## src/rtl/tiadc_pkg.sv

```systemverilog
package tiadc_pkg;
  typedef enum logic {
    CH_LEAD = 1'b0,
    CH_LAG  = 1'b1
  } tiadc_ch_e;

  localparam int TIADC_NUM_CH = 2;
endpackage

```

## src/rtl/tiadc_gain_regs.sv

```systemverilog
module tiadc_gain_regs
  import tiadc_pkg::*;
#(
  parameter int GAIN_W = 16,
  parameter int GAIN_FRAC = 15
) (
  input  logic              clk,
  input  logic              rst_n,
  input  logic              cfg_wr,
  input  logic              cfg_sel,
  input  logic [GAIN_W-1:0] cfg_wdata,
  output logic [GAIN_W-1:0] gain_lead,
  output logic [GAIN_W-1:0] gain_lag
);
  localparam logic [GAIN_W-1:0] UNITY = GAIN_W'(1) << GAIN_FRAC;

  logic [GAIN_W-1:0] gain_q [TIADC_NUM_CH];

  for (genvar c = 0; c < TIADC_NUM_CH; c++) begin : g_ch
    always_ff @(posedge clk or negedge rst_n) begin
      if (!rst_n) begin
        gain_q[c] <= UNITY;
      end else if (cfg_wr && (cfg_sel == c[0])) begin
        gain_q[c] <= cfg_wdata;
      end
    end
  end

  assign gain_lead = gain_q[CH_LEAD];
  assign gain_lag  = gain_q[CH_LAG];
endmodule

```

## src/rtl/tiadc_lane_mul.sv

```systemverilog
module tiadc_lane_mul #(
  parameter int SAMPLE_W = 12,
  parameter int GAIN_W = 16,
  localparam int PROD_W = SAMPLE_W + GAIN_W + 1
) (
  input  logic signed [SAMPLE_W-1:0] sample,
  input  logic        [GAIN_W-1:0]   gain,
  output logic signed [PROD_W-1:0]   prod
);
  logic signed [GAIN_W:0]   gain_s;
  logic signed [PROD_W-1:0] samp_x;
  logic signed [PROD_W-1:0] gain_x;

  always_comb begin
    gain_s = $signed({1'b0, gain});
    samp_x = PROD_W'(sample);
    gain_x = PROD_W'(gain_s);
    prod   = samp_x * gain_x;
  end
endmodule

```

## src/rtl/tiadc_round_sat.sv

```systemverilog
module tiadc_round_sat #(
  parameter int SAMPLE_W = 12,
  parameter int PROD_W = 29,
  parameter int FRAC = 15
) (
  input  logic signed [PROD_W-1:0]   prod,
  output logic        [SAMPLE_W-1:0] sample
);
  localparam int SUM_W = PROD_W + 1;
  localparam int HALF = 1 << (FRAC - 1);
  localparam int MAXI = (1 << (SAMPLE_W - 1)) - 1;
  localparam int MINI = -(1 << (SAMPLE_W - 1));
  localparam logic signed [SUM_W-1:0] MAXV = SUM_W'(MAXI);
  localparam logic signed [SUM_W-1:0] MINV = SUM_W'(MINI);

  logic signed [SUM_W-1:0] sum;
  logic signed [SUM_W-1:0] shifted;

  always_comb begin
    sum     = SUM_W'(prod) + $signed(SUM_W'(HALF));
    shifted = sum >>> FRAC;
    if (shifted > MAXV) begin
      sample = MAXV[SAMPLE_W-1:0];
    end else if (shifted < MINV) begin
      sample = MINV[SAMPLE_W-1:0];
    end else begin
      sample = shifted[SAMPLE_W-1:0];
    end
  end
endmodule

```

## src/rtl/tiadc_channel.sv

```systemverilog
module tiadc_channel #(
  parameter int LANES = 4,
  parameter int SAMPLE_W = 12,
  parameter int GAIN_W = 16,
  localparam int PROD_W = SAMPLE_W + GAIN_W + 1
) (
  input  logic                      clk,
  input  logic                      rst_n,
  input  logic                      load,
  input  logic [LANES*SAMPLE_W-1:0] samples,
  input  logic [GAIN_W-1:0]         gain,
  output logic [LANES*PROD_W-1:0]   prod_q
);
  for (genvar k = 0; k < LANES; k++) begin : g_lane
    logic signed [PROD_W-1:0] prod_c;

    tiadc_lane_mul #(
      .SAMPLE_W(SAMPLE_W),
      .GAIN_W  (GAIN_W)
    ) u_mul (
      .sample(samples[k*SAMPLE_W +: SAMPLE_W]),
      .gain  (gain),
      .prod  (prod_c)
    );

    always_ff @(posedge clk or negedge rst_n) begin
      if (!rst_n) begin
        prod_q[k*PROD_W +: PROD_W] <= '0;
      end else if (load) begin
        prod_q[k*PROD_W +: PROD_W] <= prod_c;
      end
    end
  end
endmodule

```

## src/rtl/tiadc_merge.sv

```systemverilog
module tiadc_merge #(
  parameter int LANES = 4,
  parameter int SAMPLE_W = 12,
  parameter int GAIN_W = 16,
  parameter int GAIN_FRAC = 15,
  localparam int IN_W = LANES * SAMPLE_W,
  localparam int OUT_W = 2 * IN_W
) (
  input  logic              clk,
  input  logic              rst_n,
  input  logic              lead_valid,
  input  logic [IN_W-1:0]   lead_data,
  input  logic              lag_valid,
  input  logic [IN_W-1:0]   lag_data,
  output logic              in_ready,
  input  logic              cfg_wr,
  input  logic              cfg_sel,
  input  logic [GAIN_W-1:0] cfg_wdata,
  output logic              out_valid,
  input  logic              out_ready,
  output logic [OUT_W-1:0]  out_data,
  output logic              align_err
);
  localparam int PROD_W = SAMPLE_W + GAIN_W + 1;

  logic [GAIN_W-1:0]       gain_lead;
  logic [GAIN_W-1:0]       gain_lag;
  logic [LANES*PROD_W-1:0] lead_prod;
  logic [LANES*PROD_W-1:0] lag_prod;
  logic [OUT_W-1:0]        out_next;
  logic                    mid_valid;
  logic                    out_open;
  logic                    take;
  logic                    advance;

  assign out_open = !out_valid || out_ready;
  assign in_ready = !mid_valid || out_open;
  assign take     = lead_valid && lag_valid && in_ready;
  assign advance  = mid_valid && out_open;

  tiadc_gain_regs #(
    .GAIN_W   (GAIN_W),
    .GAIN_FRAC(GAIN_FRAC)
  ) u_gains (
    .clk      (clk),
    .rst_n    (rst_n),
    .cfg_wr   (cfg_wr),
    .cfg_sel  (cfg_sel),
    .cfg_wdata(cfg_wdata),
    .gain_lead(gain_lead),
    .gain_lag (gain_lag)
  );

  tiadc_channel #(
    .LANES(LANES), .SAMPLE_W(SAMPLE_W), .GAIN_W(GAIN_W)
  ) u_lead (
    .clk(clk), .rst_n(rst_n), .load(take),
    .samples(lead_data), .gain(gain_lead), .prod_q(lead_prod)
  );

  tiadc_channel #(
    .LANES(LANES), .SAMPLE_W(SAMPLE_W), .GAIN_W(GAIN_W)
  ) u_lag (
    .clk(clk), .rst_n(rst_n), .load(take),
    .samples(lag_data), .gain(gain_lag), .prod_q(lag_prod)
  );

  for (genvar k = 0; k < LANES; k++) begin : g_ilv
    tiadc_round_sat #(
      .SAMPLE_W(SAMPLE_W), .PROD_W(PROD_W), .FRAC(GAIN_FRAC)
    ) u_rs_lead (
      .prod  (lead_prod[k*PROD_W +: PROD_W]),
      .sample(out_next[(2*k)*SAMPLE_W +: SAMPLE_W])
    );
    tiadc_round_sat #(
      .SAMPLE_W(SAMPLE_W), .PROD_W(PROD_W), .FRAC(GAIN_FRAC)
    ) u_rs_lag (
      .prod  (lag_prod[k*PROD_W +: PROD_W]),
      .sample(out_next[(2*k+1)*SAMPLE_W +: SAMPLE_W])
    );
  end

  always_ff @(posedge clk or negedge rst_n) begin
    if (!rst_n) begin
      mid_valid <= 1'b0;
    end else if (take) begin
      mid_valid <= 1'b1;
    end else if (advance) begin
      mid_valid <= 1'b0;
    end
  end

  always_ff @(posedge clk or negedge rst_n) begin
    if (!rst_n) begin
      out_valid <= 1'b0;
      out_data  <= '0;
    end else if (advance) begin
      out_valid <= 1'b1;
      out_data  <= out_next;
    end else if (out_ready) begin
      out_valid <= 1'b0;
    end
  end

  always_ff @(posedge clk or negedge rst_n) begin
    if (!rst_n) begin
      align_err <= 1'b0;
    end else if (lead_valid != lag_valid) begin
      align_err <= 1'b1;
    end
  end
endmodule

```

## config.mk

```make
export PLATFORM = sky130hd
export DESIGN_NAME = tiadc_merge
export DESIGN_NICKNAME = d
export VERILOG_FILES = /design/src/rtl/tiadc_pkg.sv /design/src/rtl/tiadc_gain_regs.sv /design/src/rtl/tiadc_lane_mul.sv /design/src/rtl/tiadc_round_sat.sv /design/src/rtl/tiadc_channel.sv /design/src/rtl/tiadc_merge.sv
export SDC_FILE = /design/constraint.sdc
export NUM_CORES = 2
export LEC_CHECK = 0
export ABC_AREA = 1
export CAP_MARGIN = 30
export CORE_MARGIN = 5
export CORE_UTILIZATION = 52
export DETAILED_ROUTE_END_ITERATION = 8
export DONT_BUFFER_PORTS = 1
export PLACE_DENSITY = 0.68
export SLEW_MARGIN = 20
export SYNTH_ARGS = -nofsm -noshare
export SYNTH_HDL_FRONTEND = slang
export SYNTH_SLANG_ARGS = --single-unit
export TNS_END_PERCENT = 50
```

## constraint.sdc

```tcl
create_clock -name clk -period 6.2 [get_ports clk]
set_input_delay 0.31 -clock clk [delete_from_list [all_inputs] [get_ports clk]]
set_output_delay 0.31 -clock clk [all_outputs]
set_load 0.03 [all_outputs]
```

==> qor.yml <==
status: "complete, no violations"
cts_resized: 0
antenna_left: 0
synth_fp_nets: 10953
yosysTopAreaCell: "fa_1"
avgRoutedWirePerCell_um: 17.17
hold_path_class: "input pin to register"
grt_pass1_vias: 57578
cts_setup_buffers: 0
netlist_top_cells_area: "fa_1, nand2_1, inv_1"
synth_edf_count: 0
slew_headroom_pct: 35.66
syn_area_per_cell_um2: 7.217
synthDominantCellAreaShare_pct: 34.03
max_stage_delay_ps: 940
cp_cell_sequence: "buf_4 -> nand2_1 -> inv_1 -> fa_1 -> fa_1 -> fa_1 -> fa_1 -> inv_1 -> fa_1 -> inv_1 -> ha_1 -> nand2_1 -> nor2_1 -> inv_1 -> nor3_1 -> nand3_1 -> nand3_1 -> nand2_1 -> nand3_1 -> nand2_1"
clock_path_buffers: 3
die_h_um: 364.7
viasPerCell: 5.224
die_w_um: 364.7
min_period_over_period_pct: 89.70
layout_common_cells: "nand2_1, inv_1, fa_1"
layout_commonest_cell: "nand2_1"
rsz0062_at_grt: "false"
grt_pass1_wl_um: 298400
rows: 130
cp_max_fo: 36
coreArea_um2: 125200
worst_pin_slew_ps: 965.1
clk_pin_slew_ps: 60
pin_count: 218
place_area_um2: 66740
synthFlopType: "dfrtp_1"
path_buf_inv: 5
stdcell_area_um2: 68260
max_freq_mhz: 179.8
final_hold_viol_count: 0
grt_util_all_layers_pct: 27.89
drive_above_1_share_pct: 2.207
n_antenna_cell: 0
maxSlewViolCount: 0
setup_tns_ps: 0
maxCapViolCount: 0
die-area_um2: 133000
root_buffer: "clkbuf_16"
vias: 54774
grt_max_degree: 252
syn_area_um2: 65430
ctsHtreeMaxLevel: 2
hpwl_um: 144200
ys_ff_latch: 251
async_flop_share_pct: 100.0
hold_depth: 2
worstSetupEndpointType: "register"
syn_to_final_growth_pct: 4.326
port_buffers: 0
place.gp.congestion: 0.9262
r2r.worst_path.cells: 20
finClkSkew_ps: 24.16
yosysWarnings: 0
drt_first_pass_iters: 8
ys_seq_area_share_pct: 9.604
syn_inst: 9065
drc: 0
path_common_cell: "fa_1"
setup_viol: 0
grt_overflow_total: 0
critPathKind: "register to register"
crit_family: "adder cells"
cts_tree: "built"
clk_latency_ps: 610
clock-sinks: 251
worstPathArrival_ps: 6050
drtIter0Drc: 3365
antenna_found_initial: 2
slowest_stage: "dfrtp_2"
cp.depth: 20
cp_data_required_time_ps: 6690
start_util_pct: 52.24
startpoint_type: "register"
n_fill_cell: 12087
drt-total-wl_um: 180000
cts_buffers: 38
num-nets-final: 10694
yosysUniqueCellTypes: 44
fin_crit_ps: 5561
[synthesized netlist by cell type (3+ instances only)]
master    number
a21o_1         8
o21ai_0      238
o21ai_1        3
a31oi_1       11
nor2_1       401
buf_2         16
nand4_1       69
or2_2         10
nand3b_1      22
nor4_1         9
buf_1         34
nand2_1     2775
dfrtp_1      249
o21a_1         6
a21oi_1      277
inv_2          3
buf_4          4
fa_1        1112
ha_1         657
inv_1       2345
xor2_1        72
nand3_1      259
and2_1        11
and3_1        12
nor3_1        66
o21bai_1      24
xnor2_1       25
a21oi_2        4
clkbuf_1     322
[worst paths after layout]
check | from | end | slack, ps
max | u_gains.gain_lag[10] | u_lag.prod_q[23] | 640
min | cfg_wdata[13] | u_gains.gain_lead[13] | 80
max reg2reg | u_gains.gain_lag[10] | u_lag.prod_q[23] | 640
min reg2reg | u_lead.prod_q[28] | u_lead.prod_q[28] | 520
max in group asynchronous | rst_n | u_gains.gain_lag[12] | 4550
min in group asynchronous | rst_n | u_lead.prod_q[17] | 430
[cell families after synthesis]
family | after synthesis | synth area share, %
flops | 251 | 9.604
simple gates | 3645 | 22.16
buf+inv | 2727 | 15.72
fa+ha+maj | 1769 | 46.59
xor+xnor | 97 | 1.299
compound gates | 576 | 4.630
[final cells by class]
cell class | count | area, um2 | share of cell area [%]
Sequential cell | 251 | 6312 | 9.248
Inverter | 2349 | 8822 | 12.93
Multi-Input combinational cell | 6087 | 48870 | 71.60
Tap cell | 1650 | 2064 | 3.025
Timing Repair Buffer | 79 | 855.8 | 1.254
Clock inverter | 23 | 254.0 | 0.3721
Clock buffer | 47 | 1076 | 1.576
[flip-flops by register name, summed over array words and instances (netlist names)]
register and flops:
out_data 96, align_err 1, u_lead.prod_q 60, mid_valid 1, u_lag.prod_q 60, out_valid 1
u_gains.gain_lead 16, u_gains.gain_lag 16
[layer usage]
metal  vias up  GRT usage (%)  wire length (um)
met5         -              0                18
met4         2          11.62              8356
met3       409          5.806             14580
met2      1847          46.57             83970
met1     26635          35.42             73090
li1      25881              -                 -
[timing repair]
item / CTS / global route
endpoints found under the setup margin: 0 / 0
hold buffers: 9 / 0
endpoints found under the hold margin: 258 / 0
[metrics by stage]
step                      std cells  worst slack, ps  util (%)  hold WS, ps
after floorplan                9065             1139         -        14.41
after global placement        10403            724.5     53.29        26.64
after detailed placement      10403            682.0     53.29        32.06
after CTS                     10482            660.2     54.44        7.992
after global routing          10486            284.9     54.50        45.04
final                         10486            638.6     54.50        80.27
Power is left out: the tool's default activity adds up to more than one toggle a clock period on the data nets, which glitch-free logic cannot reach.
